## src/rtl/intc_pkg.sv

```systemverilog
package intc_pkg;
  localparam int ADDR_W = 8;
  localparam int IDX_W  = 6;
  typedef logic [ADDR_W-1:0] addr_t;

  // Register byte offsets (bank 0, then bank 1)
  localparam addr_t OFF_IRQP    = 8'h00;
  localparam addr_t OFF_MASK    = 8'h04;
  localparam addr_t OFF_STEER   = 8'h08;
  localparam addr_t OFF_FIQP    = 8'h0C;
  localparam addr_t OFF_RAW     = 8'h10;
  localparam addr_t OFF_CTRL    = 8'h14;
  localparam addr_t OFF_PRIO_LO = 8'h1C;
  localparam addr_t OFF_IRQP2   = 8'h9C;
  localparam addr_t OFF_MASK2   = 8'hA0;
  localparam addr_t OFF_STEER2  = 8'hA4;
  localparam addr_t OFF_FIQP2   = 8'hA8;
  localparam addr_t OFF_RAW2    = 8'hAC;
  localparam addr_t OFF_PRIO_HI = 8'hB0;

  typedef enum logic [2:0] {
    RD_NONE, RD_IRQP, RD_FIQP, RD_RAW, RD_MASK, RD_STEER, RD_CTRL, RD_PRIO
  } rdSel_e;

  typedef struct packed {
    logic             wrMask;
    logic             wrSteer;
    logic             wrCtrl;
    logic             wrPrio;
    logic             bankHi;
    logic [IDX_W-1:0] prioIdx;
    rdSel_e           rdSel;
  } intcStrb_t;
endpackage

```

## src/rtl/intc_ctrl.sv

```systemverilog
module intc_ctrl
  import intc_pkg::*;
#(
  parameter int NUM_SRC = 40,
  parameter int DATA_W  = 32
) (
  input  logic      wrEn,
  input  addr_t     addr,
  output intcStrb_t strb
);
  localparam int    HI_CNT  = NUM_SRC - DATA_W;
  localparam addr_t LO_LAST = OFF_PRIO_LO + addr_t'(4 * (DATA_W - 1));
  localparam addr_t HI_LAST = OFF_PRIO_HI + addr_t'(4 * (HI_CNT - 1));

  addr_t offLo;
  addr_t offHi;
  logic  aligned;
  logic  inLo;
  logic  inHi;

  assign offLo   = addr - OFF_PRIO_LO;
  assign offHi   = addr - OFF_PRIO_HI;
  assign aligned = (addr[1:0] == 2'b00);
  assign inLo    = aligned && (addr >= OFF_PRIO_LO) && (addr <= LO_LAST);
  assign inHi    = aligned && (addr >= OFF_PRIO_HI) && (addr <= HI_LAST);

  always_comb begin
    strb       = '0;
    strb.rdSel = RD_NONE;
    case (addr)
      OFF_IRQP:   strb.rdSel = RD_IRQP;
      OFF_FIQP:   strb.rdSel = RD_FIQP;
      OFF_RAW:    strb.rdSel = RD_RAW;
      OFF_CTRL: begin
        strb.rdSel  = RD_CTRL;
        strb.wrCtrl = wrEn;
      end
      OFF_MASK: begin
        strb.rdSel  = RD_MASK;
        strb.wrMask = wrEn;
      end
      OFF_STEER: begin
        strb.rdSel   = RD_STEER;
        strb.wrSteer = wrEn;
      end
      OFF_IRQP2: begin
        strb.rdSel  = RD_IRQP;
        strb.bankHi = 1'b1;
      end
      OFF_FIQP2: begin
        strb.rdSel  = RD_FIQP;
        strb.bankHi = 1'b1;
      end
      OFF_RAW2: begin
        strb.rdSel  = RD_RAW;
        strb.bankHi = 1'b1;
      end
      OFF_MASK2: begin
        strb.rdSel  = RD_MASK;
        strb.bankHi = 1'b1;
        strb.wrMask = wrEn;
      end
      OFF_STEER2: begin
        strb.rdSel   = RD_STEER;
        strb.bankHi  = 1'b1;
        strb.wrSteer = wrEn;
      end
      default: begin
        if (inLo) begin
          strb.rdSel   = RD_PRIO;
          strb.wrPrio  = wrEn;
          strb.prioIdx = offLo[IDX_W+1:2];
        end else if (inHi) begin
          strb.rdSel   = RD_PRIO;
          strb.wrPrio  = wrEn;
          strb.prioIdx = IDX_W'(DATA_W) + offHi[IDX_W+1:2];
        end
      end
    endcase
  end
endmodule

```

## src/rtl/intc_datapath.sv

```systemverilog
module intc_datapath
  import intc_pkg::*;
#(
  parameter int NUM_SRC = 40,
  parameter int DATA_W  = 32,
  parameter int PRIO_W  = 7
) (
  input  logic                      clk,
  input  logic                      rstN,
  input  logic [NUM_SRC-1:0]        srcLevel,
  input  logic                      coreIdle,
  input  logic [DATA_W-1:0]         wrData,
  input  intcStrb_t                 strb,
  output logic [DATA_W-1:0]         rdData,
  output logic                      fiqOut,
  output logic                      irqOut,
  output logic                      wakeOut,
  output logic [NUM_SRC-1:0]        maskedPend,
  output logic [NUM_SRC-1:0]        steerVec,
  output logic [NUM_SRC*PRIO_W-1:0] prioTable
);
  localparam int HI_CNT = NUM_SRC - DATA_W;
  localparam int ID_W   = PRIO_W - 1;

  logic [NUM_SRC-1:0] pendQ;
  logic [NUM_SRC-1:0] maskQ;
  logic [NUM_SRC-1:0] steerQ;
  logic               ctrlQ;
  logic [NUM_SRC-1:0] enPend;
  logic [NUM_SRC-1:0] idleOverride;
  logic [PRIO_W-1:0]  prioArr [NUM_SRC];
  logic [PRIO_W-1:0]  prioSel;

  function automatic logic [DATA_W-1:0] bankSlice(input logic [NUM_SRC-1:0] vec,
                                                  input logic hi);
    logic [DATA_W-1:0] r;
    r = '0;
    if (hi) r[HI_CNT-1:0] = vec[NUM_SRC-1:DATA_W];
    else    r             = vec[DATA_W-1:0];
    return r;
  endfunction

  always_ff @(posedge clk or negedge rstN) begin
    if (!rstN) pendQ <= '0;
    else       pendQ <= srcLevel;
  end

  always_ff @(posedge clk or negedge rstN) begin
    if (!rstN) begin
      maskQ  <= '0;
      steerQ <= '0;
      ctrlQ  <= 1'b1;
    end else begin
      if (strb.wrMask) begin
        if (strb.bankHi) maskQ[NUM_SRC-1:DATA_W] <= wrData[HI_CNT-1:0];
        else             maskQ[DATA_W-1:0]       <= wrData;
      end
      if (strb.wrSteer) begin
        if (strb.bankHi) steerQ[NUM_SRC-1:DATA_W] <= wrData[HI_CNT-1:0];
        else             steerQ[DATA_W-1:0]       <= wrData;
      end
      if (strb.wrCtrl) ctrlQ <= wrData[0];
    end
  end

  for (genvar i = 0; i < NUM_SRC; i++) begin : g_prio
    logic [PRIO_W-1:0] entQ;
    always_ff @(posedge clk or negedge rstN) begin
      if (!rstN) entQ <= '0;
      else if (strb.wrPrio && (strb.prioIdx == IDX_W'(i)))
        entQ <= {wrData[DATA_W-1], wrData[ID_W-1:0]};
    end
    assign prioArr[i]                    = entQ;
    assign prioTable[i*PRIO_W +: PRIO_W] = entQ;
  end

  assign enPend       = pendQ & maskQ;
  assign idleOverride = ctrlQ ? '0 : '1;
  assign fiqOut       = |(enPend & steerQ);
  assign irqOut       = |(enPend & ~steerQ);
  assign wakeOut      = coreIdle & (|(pendQ & (maskQ | idleOverride)));
  assign maskedPend   = enPend;
  assign steerVec     = steerQ;
  assign prioSel      = prioArr[strb.prioIdx];

  always_comb begin
    rdData = '0;
    case (strb.rdSel)
      RD_IRQP:  rdData = bankSlice(enPend & ~steerQ, strb.bankHi);
      RD_FIQP:  rdData = bankSlice(enPend & steerQ, strb.bankHi);
      RD_RAW:   rdData = bankSlice(pendQ, strb.bankHi);
      RD_MASK:  rdData = bankSlice(maskQ, strb.bankHi);
      RD_STEER: rdData = bankSlice(steerQ, strb.bankHi);
      RD_CTRL:  rdData[0] = ctrlQ;
      RD_PRIO: begin
        rdData[DATA_W-1]  = prioSel[PRIO_W-1];
        rdData[ID_W-1:0]  = prioSel[ID_W-1:0];
      end
      default:  rdData = '0;
    endcase
  end
endmodule

```

## src/rtl/dual_bank_intc.sv

```systemverilog
module dual_bank_intc
  import intc_pkg::*;
#(
  parameter int NUM_SRC = 40,
  parameter int DATA_W  = 32,
  parameter int PRIO_W  = 7
) (
  input  logic                      clk,
  input  logic                      rstN,
  input  logic [NUM_SRC-1:0]        srcLevel,
  input  logic                      coreIdle,
  input  logic                      wrEn,
  input  logic [ADDR_W-1:0]         addr,
  input  logic [DATA_W-1:0]         wrData,
  output logic [DATA_W-1:0]         rdData,
  output logic                      fiqOut,
  output logic                      irqOut,
  output logic                      wakeOut,
  output logic [NUM_SRC-1:0]        maskedPend,
  output logic [NUM_SRC-1:0]        steerVec,
  output logic [NUM_SRC*PRIO_W-1:0] prioTable
);
  intcStrb_t strb;

  intc_ctrl #(.NUM_SRC(NUM_SRC), .DATA_W(DATA_W)) u_ctrl (
    .wrEn (wrEn),
    .addr (addr),
    .strb (strb)
  );

  intc_datapath #(.NUM_SRC(NUM_SRC), .DATA_W(DATA_W), .PRIO_W(PRIO_W)) u_dp (
    .clk        (clk),
    .rstN       (rstN),
    .srcLevel   (srcLevel),
    .coreIdle   (coreIdle),
    .wrData     (wrData),
    .strb       (strb),
    .rdData     (rdData),
    .fiqOut     (fiqOut),
    .irqOut     (irqOut),
    .wakeOut    (wakeOut),
    .maskedPend (maskedPend),
    .steerVec   (steerVec),
    .prioTable  (prioTable)
  );
endmodule

```

## config.mk

```make
export PLATFORM = sky130hd
export DESIGN_NAME = dual_bank_intc
export DESIGN_NICKNAME = d
export VERILOG_FILES = /design/src/rtl/intc_pkg.sv /design/src/rtl/intc_ctrl.sv /design/src/rtl/intc_datapath.sv /design/src/rtl/dual_bank_intc.sv
export SDC_FILE = /design/constraint.sdc
export NUM_CORES = 1
export LEC_CHECK = 0
export BUFFER_PORTS_ARGS = -buffer_cell sky130_fd_sc_hd__clkbuf_2
export CAP_MARGIN = 30
export CORE_UTILIZATION = 47
export DETAILED_ROUTE_END_ITERATION = 12
export GPL_ROUTABILITY_DRIVEN = 0
export HOLD_SLACK_MARGIN = 0.1
export PLACE_DENSITY = 0.71
export SLEW_MARGIN = 20
export SYNTH_ARGS = -nofsm -noshare
export SYNTH_HDL_FRONTEND = slang
export SYNTH_SLANG_ARGS = --single-unit
```

## constraint.sdc

```tcl
create_clock -name clk -period 10.3 [get_ports clk]
set_input_delay 2.06 -clock clk [delete_from_list [all_inputs] [get_ports clk]]
set_output_delay 2.06 -clock clk [all_outputs]
set_load 0.01 [all_outputs]
```

==> report_table.html, run 1 <==
<table>
<tr><th>Metric</th><th>Value</th></tr>
<tr><th colspan="2">Outcome</th></tr>
<tr><td>Result of the run</td><td>finished, final reports clean</td></tr>
<tr><th colspan="2">Critical path</th></tr>
<tr><td>Cell repeated most along the worst path</td><td>clkbuf_2</td></tr>
<tr><td>Critical Path Start Type</td><td>primary input</td></tr>
<tr><td>CP Max Fanout</td><td>17</td></tr>
<tr><td>CP endpoint kind</td><td>output port</td></tr>
<tr><td>Critical path required time</td><td>8.24 ns</td></tr>
<tr><td>Crit path arrival time</td><td>7.07 ns</td></tr>
<tr><td>Slowest CP cell</td><td>nand3_1</td></tr>
<tr><td>Startpoint-to-endpoint class of the critical path</td><td>in -&gt; out</td></tr>
<tr><td>CP Cell Sequence</td><td>clkbuf_2, inv_1, ha_1, a2111o_1, o2111ai_4, mux2i_2, nand3_1, nor2_1, a31oi_1, o31ai_1, clkbuf_2</td></tr>
<tr><td>Worst path max stage delay</td><td>0.94 ns</td></tr>
<tr><th colspan="2">Synth</th></tr>
<tr><td>Synth Instances</td><td>1930</td></tr>
<tr><td>Post-synth top area share</td><td>48.0%</td></tr>
<tr><td>Post-synthesis sequential area ratio</td><td>48.1%</td></tr>
<tr><td>Number of enable-type register cells in the synthesized netlist</td><td>0</td></tr>
<tr><td>Proportion of register bits with asynchronous set or reset after synthesis</td><td>100%</td></tr>
<tr><td>Post-synth top area cell</td><td>dfrtp_1</td></tr>
<tr><td>Mean area per synthesized cell</td><td>10.8 sq um</td></tr>
<tr><td>Synthesized flop and latch total</td><td>401</td></tr>
<tr><td>Most common flop cell mapped by yosys</td><td>dfrtp_1</td></tr>
<tr><td>Dominant cells by area after synthesis</td><td>dfrtp_1 (48%), mux2_2 (14%), mux2_1 (5.8%)</td></tr>
<tr><td>Library cells used by synthesis</td><td>81</td></tr>
<tr><td>Yosys synthesis warning count</td><td>0</td></tr>
<tr><td>Synthesized net count</td><td>2023</td></tr>
<tr><td>Synthesized cell area</td><td>0.0209 sq mm</td></tr>
<tr><th colspan="2">Place</th></tr>
<tr><td>DP HPWL</td><td>57600 um</td></tr>
<tr><td>Total of buffers placed on input and output ports</td><td>478</td></tr>
<tr><td>Dpl cell area</td><td>0.0238 sq mm</td></tr>
<tr><td>Setup slack after placement</td><td>1.35 ns</td></tr>
<tr><th colspan="2">Timing</th></tr>
<tr><td>Total count of hold-check failures in the final report</td><td>0</td></tr>
<tr><td>Transition time at the pin with the least slew margin</td><td>0.994 ns</td></tr>
<tr><td>Unrepaired setup endpoints after global routing</td><td>no</td></tr>
<tr><td>Worst setup slack after layout</td><td>1.17 ns</td></tr>
<tr><td>Relative slew slack</td><td>33.6%</td></tr>
<tr><td>Setup TNS</td><td>0 ns</td></tr>
<tr><td>Endpoints failing setup</td><td>0</td></tr>
<tr><td>Layout Skew</td><td>0 ns</td></tr>
<tr><td>Min cycle time layout</td><td>9.13 ns</td></tr>
<tr><td>Number of max-slew violations in the final report</td><td>0</td></tr>
<tr><td>Maximum clock rate</td><td>0.110 GHz</td></tr>
<tr><td>Final worst-path cycle share</td><td>88.6%</td></tr>
<tr><th colspan="2">Route</th></tr>
<tr><td>Routed wirelength normalized by instance count</td><td>26.4 um</td></tr>
<tr><td>Routed Antenna Nets</td><td>0</td></tr>
<tr><td>Number of optimization iterations in the first detailed-route pass</td><td>6</td></tr>
<tr><td>Total vias in the final route</td><td>18700</td></tr>
<tr><td>Via density per instance</td><td>6.27</td></tr>
<tr><td>Total Wirelength</td><td>79000 um</td></tr>
<tr><td>DR DRC count</td><td>0</td></tr>
<tr><td>Iter 0 DRT Violations</td><td>2120</td></tr>
<tr><th colspan="2">Pwr</th></tr>
<tr><td>Logic gate share of total power</td><td>13.3%</td></tr>
<tr><td>Proportion of power drawn by flip-flops and latches</td><td>44.8%</td></tr>
<tr><td>Switching fraction of total power</td><td>28.0%</td></tr>
<tr><td>Sw Pwr</td><td>1.09 mW</td></tr>
<tr><td>Cell-internal power</td><td>2.82 mW</td></tr>
<tr><td>Power density cells</td><td>154 mW/mm^2</td></tr>
<tr><td>Clock share of power</td><td>41.9%</td></tr>
<tr><td>Leakage power of the design</td><td>12.8 nW</td></tr>
<tr><td>Maximum vdd ir drop</td><td>0.117 mV</td></tr>
<tr><th colspan="2">CTS</th></tr>
<tr><td>Clock root cell</td><td>clkbuf_16</td></tr>
<tr><td>TritonCTS clock tree</td><td>done</td></tr>
<tr><td>Maximum level of the CTS H-tree</td><td>2</td></tr>
<tr><td>Inserted Clock Buffers</td><td>45</td></tr>
<tr><td>Clk pin slew, worst setup/hold paths</td><td>0.06 ns</td></tr>
<tr><td>Number of clock sinks seen by CTS</td><td>401</td></tr>
<tr><td>Number of gates given a new drive strength after cts</td><td>0</td></tr>
<tr><td>Largest buffer count on any clock path</td><td>3</td></tr>
<tr><td>Hold-fix buffers at CTS</td><td>0</td></tr>
<tr><td>Post-CTS Setup Bufs</td><td>0</td></tr>
<tr><td>Clk_lat worst skew</td><td>0.57 ns</td></tr>
<tr><th colspan="2">GRT</th></tr>
<tr><td>Global-route usage over all layers</td><td>34.4%</td></tr>
<tr><td>Pin count of the biggest net entering global routing</td><td>187</td></tr>
<tr><td>Initial antenna violation count</td><td>2</td></tr>
<tr><td>Total congestion overflow</td><td>0</td></tr>
<tr><td>Global-route wire length before repair</td><td>116000 um</td></tr>
<tr><td>Via count of the first global-routing pass</td><td>18000</td></tr>
<tr><th colspan="2">Layout</th></tr>
<tr><td>Post-synthesis to final-layout area growth</td><td>22.0%</td></tr>
<tr><td>Commonest non-fill, non-tap cell in the layout</td><td>clkbuf_2</td></tr>
<tr><td>Fraction of layout cells with a size suffix above 1</td><td>38.1%</td></tr>
<tr><td>Layout Cell Area excl Fill</td><td>0.0255 sq mm</td></tr>
<tr><td>Net count reported at finish</td><td>2458</td></tr>
<tr><td>Fill cells</td><td>3720</td></tr>
<tr><td>Top library cells by usage in the layout, fill and taps aside</td><td>clkbuf_2 (477), dfrtp_1 (400), nand2_1 (281)</td></tr>
<tr><th colspan="2">Run</th></tr>
<tr><td>Count of max-cap constraint violations</td><td>0</td></tr>
<tr><th colspan="2">Die</th></tr>
<tr><td>Core area</td><td>0.0435 sq mm</td></tr>
<tr><td>Number of top-level pins</td><td>479</td></tr>
<tr><td>Overall die width</td><td>213 um</td></tr>
<tr><td># rows</td><td>76</td></tr>
<tr><td>Die span in y</td><td>213 um</td></tr>
<tr><td>Floorplan die area</td><td>0.0452 sq mm</td></tr>
<tr><td>Initial standard-cell utilization of the core</td><td>48.0%</td></tr>
<tr><th colspan="2">Worst hold path</th></tr>
<tr><td>Worst hold path class</td><td>reg -&gt; reg</td></tr>
</table>
==> synthesized netlist by cell type (all sizes together) (13+ instances only) <==
cell / instances
dfrtp: 400
mux2: 373
nand2: 284
nand3: 116
nor2: 84
clkbuf: 76
o21ai: 70
inv: 62
mux2i: 53
a21oi: 50
buf: 48
a31oi: 34
nor3b: 33
nor4: 30
o22ai: 20
a211oi: 17
nand4: 17
nor3: 13
==> per-stage QoR <==
stage	hold WS, ns	power (mW)	util, %	std cells
after floorplan	0.495	2.01	-	1930
after global placement	0.501	2.26	54.5	2891
after detailed placement	0.504	2.28	54.7	2894
after CTS	0.517	3.91	58.1	2977
after global routing	0.533	4.03	58.6	2987
final	0.517	3.91	58.6	2987
==> power groups by stage <==
stage / Sequential (mW) / Combinational [mW] / Clock, mW
after global routing: 1.76 / 0.557 / 1.71
after detailed placement: 1.77 / 0.505 / 0
after global placement: 1.77 / 0.494 / 0
after CTS: 1.75 / 0.507 / 1.66
after floorplan: 1.77 / 0.248 / 0
final: 1.75 / 0.522 / 1.64
==> final cells by class <==
type | count | area [sq um] | area share (%)
clock inverter | 13 | 128 | 0.501
sequential | 401 | 10000 | 39.4
multi-input combinational | 1343 | 10100 | 39.7
antenna | 1 | 2.50 | 0.00983
tap | 585 | 732 | 2.88
timing repair buffer | 512 | 2850 | 11.2
clock buffer | 70 | 1370 | 5.39
inverter | 62 | 233 | 0.914
==> flip-flops by register name, indices dropped and copies added, names as in the netlist <==
name	count
u_dp.maskQ	40
u_dp.pendQ	40
u_dp.g_prio.entQ	280
u_dp.ctrlQ	1
u_dp.steerVec	40
==> final timing paths <==
| kind | startpoint | endpoint | slack (ns) | cells past startpoint |
|---|---|---|---|---|
| max in group asynchronous | rstN | u_dp.g_prio[5].entQ[1] | 7.62 | 3 |
| min | u_dp.g_prio[7].entQ[6] | u_dp.g_prio[7].entQ[6] | 0.52 | 1 |
| min reg2reg | u_dp.g_prio[7].entQ[6] | u_dp.g_prio[7].entQ[6] | 0.52 | 1 |
| max reg2reg | u_dp.steerVec[31] | u_dp.steerVec[31] | 9.35 | 1 |
| max | addr[5] | rdData[1] | 1.17 | 11 |
| min in group asynchronous | rstN | u_dp.pendQ[23] | 1.36 | 1 |
==> per-layer routing <==
layer	part of all wire (%)	wire length (um)	up-vias	GRT usage, %
li1	-	-	7875	-
met1	41	32500	9405	47.6
met2	43	34300	1200	50.6
met3	9.5	7480	259	7.21
met4	5.9	4690	2	18.7
met5	0.014	11	-	0
==> cells by family (layout without fill, tap and decap cells) <==
group / after synthesis / count (layout) / share of synthesized area (%)
simple gates: 607 / 607 / 15.1
buf+inv: 186 / 657 / 3.67
compound gates: 300 / 300 / 9.87
xor+xnor: 1 / 1 / 0.0420
mux: 426 / 426 / 22.7
fa+ha+maj: 9 / 9 / 0.540
flops: 401 / 401 / 48.1
other cells: 0 / 1 / 0
==> worst max-delay path, delay by kind of cell <==
| family | cells | cell delay, ns |
|---|---|---|
| AOI/OAI and AO/OA | 4 | 1.54 |
| adders and majority gates | 1 | 0.34 |
| buffers and inverters | 3 | 0.62 |
| muxes | 1 | 0.82 |
| and+or+nand+nor | 2 | 1.66 |
Note: power is estimated with default switching activity, not from simulation.
==> inputs of run 2 (changes only) <==
- CORE_UTILIZATION: 47 -> 31
- PLACE_DENSITY: 0.71 -> 0.58
==> run 2 against run 1 <==
Cell area grew 1.5%. Critical path depth rose by 2. Setup slack lost 0.047 ns. Utilization shrank 20 points. Register-to-register slack worse by 0.03 ns. Non-clock buffer count rose by 1. Largest power group unchanged. Power increased by 1.6%. Routed wire length grew 11%. Sequential power about the same. Sequential share of layout area down 0.59 points. Largest cell class unchanged.
==> report_table.html, run 2 (synthesis results as in run 1) <==
<table>
<tr><th>Metric</th><th>Value</th></tr>
<tr><th colspan="2">Critical path</th></tr>
<tr><td>Critical path required time</td><td>8.24 ns</td></tr>
<tr><td>R2r setup slk</td><td>9.32 ns</td></tr>
<tr><td>Cell repeated most along the worst path</td><td>clkbuf_2</td></tr>
<tr><td>Critical Path Start Type</td><td>primary input</td></tr>
<tr><td>Crit path arrival time</td><td>7.11 ns</td></tr>
<tr><td>Startpoint-to-endpoint class of the critical path</td><td>in -&gt; out</td></tr>
<tr><td>CP endpoint kind</td><td>output port</td></tr>
<tr><td>CP Cell Sequence</td><td>clkbuf_2, inv_1, ha_1, a2111o_1, o2111ai_4, mux2i_2, nor4_2, nand2_1, a2111oi_0, a311oi_1, a21oi_1, o31ai_1, clkbuf_2</td></tr>
<tr><td>Reg2reg start</td><td>u_dp.steerVec[4]</td></tr>
<tr><td>Crit path buf inv count</td><td>3</td></tr>
<tr><td>Top cell family by delay on the critical path</td><td>compound AO/OA/AOI/OAI gates</td></tr>
<tr><td>Slowest CP cell</td><td>mux2i_2</td></tr>
<tr><td>R2R Path End</td><td>u_dp.steerVec[4]</td></tr>
<tr><td>Cell depth of the worst flop-to-flop path</td><td>1</td></tr>
<tr><td>Worst path max stage delay</td><td>0.79 ns</td></tr>
<tr><td>CP Max Fanout</td><td>13</td></tr>
<tr><th colspan="2">Timing</th></tr>
<tr><td>Unrepaired setup endpoints after global routing</td><td>no</td></tr>
<tr><td>Total count of hold-check failures in the final report</td><td>0</td></tr>
<tr><td>Relative slew slack</td><td>33.1%</td></tr>
<tr><td>Worst setup slack after layout</td><td>1.13 ns</td></tr>
<tr><td>Min cycle time layout</td><td>9.17 ns</td></tr>
<tr><td>Number of max-slew violations in the final report</td><td>0</td></tr>
<tr><td>Transition time at the pin with the least slew margin</td><td>1.00 ns</td></tr>
<tr><td>Setup TNS</td><td>0 ns</td></tr>
<tr><td>Endpoints failing setup</td><td>0</td></tr>
<tr><td>Final worst-path cycle share</td><td>89.1%</td></tr>
<tr><td>Maximum clock rate</td><td>0.109 GHz</td></tr>
<tr><td>Layout Skew</td><td>0 ns</td></tr>
<tr><th colspan="2">Layout</th></tr>
<tr><td>Antenna Diode Count</td><td>0</td></tr>
<tr><td>Top library cells by usage in the layout, fill and taps aside</td><td>clkbuf_2 (477), dfrtp_1 (400), nand2_1 (281)</td></tr>
<tr><td>Net count reported at finish</td><td>2461</td></tr>
<tr><td>Fill cells</td><td>6546</td></tr>
<tr><td>Max reg flops</td><td>280</td></tr>
<tr><td>Post-synthesis to final-layout area growth</td><td>23.9%</td></tr>
<tr><td>Fraction of layout cells with a size suffix above 1</td><td>38.4%</td></tr>
<tr><td>Largest reg by FF count</td><td>u_dp.g_prio.entQ</td></tr>
<tr><td>Commonest non-fill, non-tap cell in the layout</td><td>clkbuf_2</td></tr>
<tr><th colspan="2">Die</th></tr>
<tr><td>Floorplan die area</td><td>0.0683 sq mm</td></tr>
<tr><td>Initial standard-cell utilization of the core</td><td>31.5%</td></tr>
<tr><td>Core area</td><td>0.0662 sq mm</td></tr>
<tr><td>Die span in y</td><td>261 um</td></tr>
<tr><td>Overall die width</td><td>261 um</td></tr>
<tr><td># rows</td><td>94</td></tr>
<tr><td>Number of top-level pins</td><td>479</td></tr>
<tr><th colspan="2">CTS</th></tr>
<tr><td>Inserted Clock Buffers</td><td>47</td></tr>
<tr><td>Largest buffer count on any clock path</td><td>3</td></tr>
<tr><td>Clk pin slew, worst setup/hold paths</td><td>0.06 ns</td></tr>
<tr><td>Clk_lat worst skew</td><td>0.60 ns</td></tr>
<tr><td>Number of gates given a new drive strength after cts</td><td>0</td></tr>
<tr><td>Post-CTS Setup Bufs</td><td>0</td></tr>
<tr><td>Hold-fix buffers at CTS</td><td>0</td></tr>
<tr><td>Clock root cell</td><td>clkbuf_16</td></tr>
<tr><td>Maximum level of the CTS H-tree</td><td>2</td></tr>
<tr><td>Number of clock sinks seen by CTS</td><td>401</td></tr>
<tr><td>TritonCTS clock tree</td><td>done</td></tr>
<tr><th colspan="2">GRT</th></tr>
<tr><td>Pin count of the biggest net entering global routing</td><td>130</td></tr>
<tr><td>Global-route wire length before repair</td><td>127000 um</td></tr>
<tr><td>Global route hottest layer</td><td>met2</td></tr>
<tr><td>Global-route usage over all layers</td><td>25.1%</td></tr>
<tr><td>Via count of the first global-routing pass</td><td>18000</td></tr>
<tr><td>Initial antenna violation count</td><td>2</td></tr>
<tr><td>Global-route track usage on met2</td><td>41.5%</td></tr>
<tr><td>Met3 Use GR</td><td>6.43%</td></tr>
<tr><td>Total congestion overflow</td><td>0</td></tr>
<tr><td>GR met1 Demand/Resource</td><td>31.7%</td></tr>
<tr><th colspan="2">Route</th></tr>
<tr><td>Via density per instance</td><td>5.60</td></tr>
<tr><td>Total Wirelength</td><td>87500 um</td></tr>
<tr><td>Number of optimization iterations in the first detailed-route pass</td><td>6</td></tr>
<tr><td>Routed Antenna Nets</td><td>0</td></tr>
<tr><td>DR DRC count</td><td>0</td></tr>
<tr><td>Routed wirelength normalized by instance count</td><td>26.8 um</td></tr>
<tr><td>Iter 0 DRT Violations</td><td>1848</td></tr>
<tr><td>Total vias in the final route</td><td>18300</td></tr>
<tr><th colspan="2">Worst hold path</th></tr>
<tr><td>Worst hold path class</td><td>reg -&gt; reg</td></tr>
<tr><td>Worst hold path stage count</td><td>1</td></tr>
<tr><td>Worst Hold Path EP</td><td>u_dp.g_prio[17].entQ[4]</td></tr>
<tr><td>Worst hold path startpoint</td><td>u_dp.g_prio[17].entQ[4]</td></tr>
<tr><th colspan="2">Pwr</th></tr>
<tr><td>Maximum vdd ir drop</td><td>0.134 mV</td></tr>
<tr><td>Sw Pwr</td><td>1.16 mW</td></tr>
<tr><td>Power density cells</td><td>154 mW/mm^2</td></tr>
<tr><td>Logic gate share of total power</td><td>13.5%</td></tr>
<tr><td>Leakage power of the design</td><td>12.8 nW</td></tr>
<tr><td>Cell-internal power</td><td>2.81 mW</td></tr>
<tr><td>Switching fraction of total power</td><td>29.2%</td></tr>
<tr><td>Clock share of power</td><td>42.6%</td></tr>
<tr><td>Proportion of power drawn by flip-flops and latches</td><td>43.9%</td></tr>
<tr><th colspan="2">Run</th></tr>
<tr><td>Count of max-cap constraint violations</td><td>0</td></tr>
<tr><th colspan="2">Outcome</th></tr>
<tr><td>Result of the run</td><td>finished, final reports clean</td></tr>
<tr><th colspan="2">Place</th></tr>
<tr><td>DP HPWL</td><td>65500 um</td></tr>
<tr><td>Setup slack after placement</td><td>1.07 ns</td></tr>
<tr><td>Total of buffers placed on input and output ports</td><td>478</td></tr>
</table>
==> run 2: how the worst max path moves through the flow <==
| stage | from | end | slack, ns | depth (start not counted) |
|---|---|---|---|---|
| CTS | addr[5] | rdData[2] | 1.05 | 12 |
| global placement | addr[5] | rdData[2] | 1.31 | 12 |
| floorplan | addr[5] | rdData[1] | 3.42 | 13 |
| global route | addr[5] | rdData[1] | 0.97 | 12 |
| detailed placement | addr[5] | rdData[2] | 1.07 | 12 |
| finish | addr[5] | rdData[2] | 1.13 | 13 |
==> run 2: final cells by class <==
| class | count | area (sq um) | area share (%) |
|---|---|---|---|
| Clock inverter | 25 | 297 | 1.15 |
| Timing Repair Buffer | 513 | 2820 | 10.9 |
| Sequential cell | 401 | 10000 | 38.8 |
| Tap cell | 864 | 1080 | 4.18 |
| Multi-Input combinational cell | 1343 | 10100 | 39.1 |
| Inverter | 62 | 233 | 0.901 |
| Clock buffer | 59 | 1270 | 4.92 |
==> run 2: power by group through the flow <==
stage / Sequential [mW] / Combinational (mW) / Clock (mW)
3_3_place_gp: 1.77 / 0.518 / 0
2_1_floorplan: 1.77 / 0.248 / 0
6_report: 1.75 / 0.537 / 1.69
5_1_grt: 1.75 / 0.575 / 1.79
4_1_cts: 1.74 / 0.532 / 1.73
3_5_place_dp: 1.77 / 0.530 / 0
==> run 2: through the flow <==
step	hold slack (ns)	power [mW]	utilization (%)	instance area, sq um	std cells
floorplan	0.495	2.01	-	20900	1930
global placement	0.499	2.29	36.3	24100	3172
finish	0.518	3.98	39.0	25800	3267
detailed placement	0.510	2.30	36.5	24100	3176
CTS	0.523	4.00	38.8	25700	3260
global route	0.535	4.12	39.0	25800	3267
==> run 2: layer usage <==
metal  part of all wire [%]  up-vias
li1                       -     7874
met1                     39     9254
met2                     47      995
met3                    9.5      158
met4                    3.6        4
met5                  0.033        -
==> inputs of run 3 (changes only) <==
- ABC_AREA: not set -> 1
==> run 3 against run 2 <==
Flip-flop and latch count unchanged. Area after synthesis decreased by 0.47%. Cell area decreased by 0.89%. Critical path depth increased by 12. Hold slack got worse by 0.0082 ns. Critical endpoint unchanged. Cell count increased by 27%. Clock power increased by 4%. Routed wire length increased by 2.0%. The run now ends with design-rule violations left. Sequential power increased by 3%. Die area decreased by 0.47%.
==> report_table.html, run 3 <==
<table>
<tr><th>Metric</th><th>Value</th></tr>
<tr><th colspan="2">Outcome</th></tr>
<tr><td>Result of the run</td><td>finished, violations left</td></tr>
<tr><td>Violated checks</td><td>design-rule violations</td></tr>
<tr><th colspan="2">GRT</th></tr>
<tr><td>Initial antenna violation count</td><td>2</td></tr>
<tr><td>Pin count of the biggest net entering global routing</td><td>137</td></tr>
<tr><td>Global-route usage over all layers</td><td>25.6%</td></tr>
<tr><td>Total congestion overflow</td><td>0</td></tr>
<tr><td>Global-route wire length before repair</td><td>130000 um</td></tr>
<tr><td>Via count of the first global-routing pass</td><td>19700</td></tr>
<tr><th colspan="2">Die</th></tr>
<tr><td>Die span in y</td><td>261 um</td></tr>
<tr><td>Number of top-level pins</td><td>479</td></tr>
<tr><td>Initial standard-cell utilization of the core</td><td>31.5%</td></tr>
<tr><td># rows</td><td>94</td></tr>
<tr><td>Core area</td><td>0.0660 sq mm</td></tr>
<tr><td>Floorplan die area</td><td>0.0680 sq mm</td></tr>
<tr><td>Overall die width</td><td>261 um</td></tr>
<tr><th colspan="2">Timing</th></tr>
<tr><td>Layout Skew</td><td>0 ns</td></tr>
<tr><td>Total count of hold-check failures in the final report</td><td>0</td></tr>
<tr><td>Number of max-slew violations in the final report</td><td>0</td></tr>
<tr><td>Maximum clock rate</td><td>0.117 GHz</td></tr>
<tr><td>Setup TNS</td><td>0 ns</td></tr>
<tr><td>Transition time at the pin with the least slew margin</td><td>0.963 ns</td></tr>
<tr><td>Final worst-path cycle share</td><td>82.9%</td></tr>
<tr><td>Min cycle time layout</td><td>8.54 ns</td></tr>
<tr><td>Relative slew slack</td><td>35.8%</td></tr>
<tr><td>Unrepaired setup endpoints after global routing</td><td>no</td></tr>
<tr><td>Min Hold Slack</td><td>0.510 ns</td></tr>
<tr><td>Worst setup slack after layout</td><td>1.76 ns</td></tr>
<tr><td>Endpoints failing setup</td><td>0</td></tr>
<tr><th colspan="2">Route</th></tr>
<tr><td>Total Wirelength</td><td>89300 um</td></tr>
<tr><td>DR DRC count</td><td>15</td></tr>
<tr><td>Via density per instance</td><td>5.12</td></tr>
<tr><td>Total vias in the final route</td><td>21300</td></tr>
<tr><td>Iter 0 DRT Violations</td><td>2186</td></tr>
<tr><td>Routed wirelength normalized by instance count</td><td>21.5 um</td></tr>
<tr><td>Routed Antenna Nets</td><td>0</td></tr>
<tr><td>Number of optimization iterations in the first detailed-route pass</td><td>10</td></tr>
<tr><th colspan="2">Critical path</th></tr>
<tr><td>Slowest CP cell</td><td>inv_1</td></tr>
<tr><td>R2R Path End</td><td>u_dp.ctrlQ</td></tr>
<tr><td>Worst path max stage delay</td><td>0.63 ns</td></tr>
<tr><td>Cell repeated most along the worst path</td><td>nand2_1</td></tr>
<tr><td>Crit path buf inv count</td><td>6</td></tr>
<tr><td>R2r setup slk</td><td>9.33 ns</td></tr>
<tr><td>Critical path required time</td><td>8.24 ns</td></tr>
<tr><td>Cell depth of the worst flop-to-flop path</td><td>2</td></tr>
<tr><td>CP Max Fanout</td><td>83</td></tr>
<tr><td>Crit path arrival time</td><td>6.48 ns</td></tr>
<tr><td>Reg2reg start</td><td>u_dp.ctrlQ</td></tr>
<tr><td>Top cell family by delay on the critical path</td><td>simple AND/OR/NAND/NOR gates</td></tr>
<tr><td>Startpoint-to-endpoint class of the critical path</td><td>in -&gt; out</td></tr>
<tr><td>CP endpoint kind</td><td>output port</td></tr>
<tr><td>Critical Path Start Type</td><td>primary input</td></tr>
<tr><th colspan="2">Synth</th></tr>
<tr><td>Proportion of register bits with asynchronous set or reset after synthesis</td><td>100%</td></tr>
<tr><td>Main combinational cell family by area after synthesis</td><td>simple AND/OR/NAND/NOR gates</td></tr>
<tr><td>Synthesized net count</td><td>2951</td></tr>
<tr><td>Most repeated cell in the gate-level netlist after synthesis</td><td>nand2_1</td></tr>
<tr><td>Number of enable-type register cells in the synthesized netlist</td><td>0</td></tr>
<tr><td>Mean area per synthesized cell</td><td>7.26 sq um</td></tr>
<tr><td>Multiplexer share of the synthesized area</td><td>0%</td></tr>
<tr><td>Top post-synthesis cells by count</td><td>nand2_1 (1037), o21ai_0 (453), dfrtp_1 (400)</td></tr>
<tr><td>Post-synthesis sequential area ratio</td><td>48.3%</td></tr>
<tr><td>Library cells used by synthesis</td><td>44</td></tr>
<tr><td>Yosys synthesis warning count</td><td>0</td></tr>
<tr><td>Simple logic cell fraction of the synthesized area</td><td>28.7%</td></tr>
<tr><td>Dominant cells by area after synthesis</td><td>dfrtp_1 (48%), nand2_1 (19%), o21ai_0 (11%)</td></tr>
<tr><td>Synth Instances</td><td>2858</td></tr>
<tr><td>Post-Synth XOR/XNOR Area</td><td>0.211%</td></tr>
<tr><td>Area fraction in compound gates after synthesis</td><td>14.4%</td></tr>
<tr><td>Most common flop cell mapped by yosys</td><td>dfrtp_1</td></tr>
<tr><td>Synthesized flop and latch total</td><td>401</td></tr>
<tr><td>Adder-cell area share of the yosys netlist</td><td>0.542%</td></tr>
<tr><td>Post-synth top area share</td><td>48.2%</td></tr>
<tr><td>Post-synth top area cell</td><td>dfrtp_1</td></tr>
<tr><td>Synthesized cell area</td><td>0.0208 sq mm</td></tr>
<tr><th colspan="2">CTS</th></tr>
<tr><td>Number of gates given a new drive strength after cts</td><td>0</td></tr>
<tr><td>TritonCTS clock tree</td><td>done</td></tr>
<tr><td>Post-CTS Setup Bufs</td><td>0</td></tr>
<tr><td>Number of clock sinks seen by CTS</td><td>401</td></tr>
<tr><td>Clock root cell</td><td>clkbuf_16</td></tr>
<tr><td>Maximum level of the CTS H-tree</td><td>2</td></tr>
<tr><td>Clk_lat worst skew</td><td>0.59 ns</td></tr>
<tr><td>Hold-fix buffers at CTS</td><td>0</td></tr>
<tr><td>Clk pin slew, worst setup/hold paths</td><td>0.06 ns</td></tr>
<tr><td>Largest buffer count on any clock path</td><td>3</td></tr>
<tr><td>Inserted Clock Buffers</td><td>48</td></tr>
<tr><th colspan="2">Layout</th></tr>
<tr><td>Top library cells by usage in the layout, fill and taps aside</td><td>nand2_1 (1034), clkbuf_2 (477), o21ai_0 (453)</td></tr>
<tr><td>Commonest non-fill, non-tap cell in the layout</td><td>nand2_1</td></tr>
<tr><td>Max reg flops</td><td>280</td></tr>
<tr><td>Largest reg by FF count</td><td>u_dp.g_prio.entQ</td></tr>
<tr><td>Fraction of layout cells with a size suffix above 1</td><td>19.5%</td></tr>
<tr><td>Net count reported at finish</td><td>3340</td></tr>
<tr><td>Post-synthesis to final-layout area growth</td><td>23.4%</td></tr>
<tr><th colspan="2">Pwr</th></tr>
<tr><td>Proportion of power drawn by flip-flops and latches</td><td>42.2%</td></tr>
<tr><td>Leakage power of the design</td><td>13.5 nW</td></tr>
<tr><td>Clock share of power</td><td>41.0%</td></tr>
<tr><td>Power density cells</td><td>168 mW/mm^2</td></tr>
<tr><td>PnR Total Power</td><td>4.30 mW</td></tr>
<tr><td>Cell-internal power</td><td>2.96 mW</td></tr>
<tr><td>Logic gate share of total power</td><td>16.8%</td></tr>
<tr><td>Switching fraction of total power</td><td>31.2%</td></tr>
<tr><td>Maximum vdd ir drop</td><td>0.116 mV</td></tr>
<tr><td>Sw Pwr</td><td>1.34 mW</td></tr>
<tr><th colspan="2">Place</th></tr>
<tr><td>Setup slack after placement</td><td>1.90 ns</td></tr>
<tr><td>DP HPWL</td><td>65400 um</td></tr>
<tr><td>Total of buffers placed on input and output ports</td><td>478</td></tr>
<tr><th colspan="2">Worst hold path</th></tr>
<tr><td>Worst Hold Path EP</td><td>u_dp.g_prio[5].entQ[3]</td></tr>
<tr><td>Worst hold path startpoint</td><td>u_dp.g_prio[5].entQ[3]</td></tr>
<tr><td>Worst hold path stage count</td><td>2</td></tr>
<tr><td>Worst hold path class</td><td>reg -&gt; reg</td></tr>
<tr><th colspan="2">Run</th></tr>
<tr><td>Count of max-cap constraint violations</td><td>0</td></tr>
</table>
==> run 3: changes by cell type in the layout (fill, tap and decap cells not counted), sizes merged, moves of 53 or more <==
| cell | delta |
|---|---|
| nand2 | +766 |
| o21ai | +402 |
| mux2 | -373 |
| inv | +173 |
| nor2 | +129 |
| mux2i | -53 |
==> run 3: kinds of logic after synthesis <==
family          count (synthesis)
buf+inv                       410
xor+xnor                        5
flops                         401
compound gates                568
fa+ha+maj                       9
simple gates                 1465
==> run 3: worst max path at each step <==
stage	start	end	slack [ns]	cells after the start
after floorplan	addr[5]	rdData[31]	4.01	21
after global placement	addr[5]	rdData[1]	1.79	24
after detailed placement	addr[5]	rdData[4]	1.90	25
after CTS	addr[5]	rdData[4]	1.89	25
after global routing	addr[5]	rdData[31]	1.46	26
final	addr[5]	rdData[2]	1.76	25
==> run 3: cell type report <==
class / count / area (sq um)
well taps: 864 / 1080
repair buffers: 509 / 2800
fillers: 7029 / 40400
multi-input cells: 2047 / 9150
clock inverters: 26 / 327
clock buffers: 61 / 1310
diodes: 1 / 2.50
flip-flops and latches: 401 / 10000
inverters: 240 / 906
==> run 3: power groups by stage <==
| stage | clock network, mW | registers (mW) | logic, mW |
|---|---|---|---|
| after floorplan | 0 | 1.84 | 0.351 |
| after global placement | 0 | 1.84 | 0.707 |
| after detailed placement | 0 | 1.84 | 0.716 |
| after CTS | 1.79 | 1.81 | 0.719 |
| after global routing | 1.86 | 1.82 | 0.804 |
| final | 1.76 | 1.81 | 0.725 |
==> run 3: worst register-to-register path, delay by kind of cell (launching register included) <==
family	cells	cell delay, ns
compound gates	2	0.22
flops	1	0.67
==> run 3: through the flow <==
step | std cells | instance area, sq um | util, %
2_1_floorplan | 2858 | 20800 | -
3_3_place_gp | 4052 | 23800 | 36.0
3_5_place_dp | 4057 | 23900 | 36.2
4_1_cts | 4144 | 25500 | 38.7
5_1_grt | 4149 | 25600 | 38.8
6_report | 4149 | 25600 | 38.8
==> run 3: per-layer routing <==
layer / wire length [um] / global-route usage, % / up-vias
li1: - / - / 10000
met1: 38600 / 35.8 / 10100
met2: 40000 / 39.0 / 964
met3: 7130 / 4.52 / 181
met4: 3560 / 10.2 / 0
met5: 0 / 0 / -
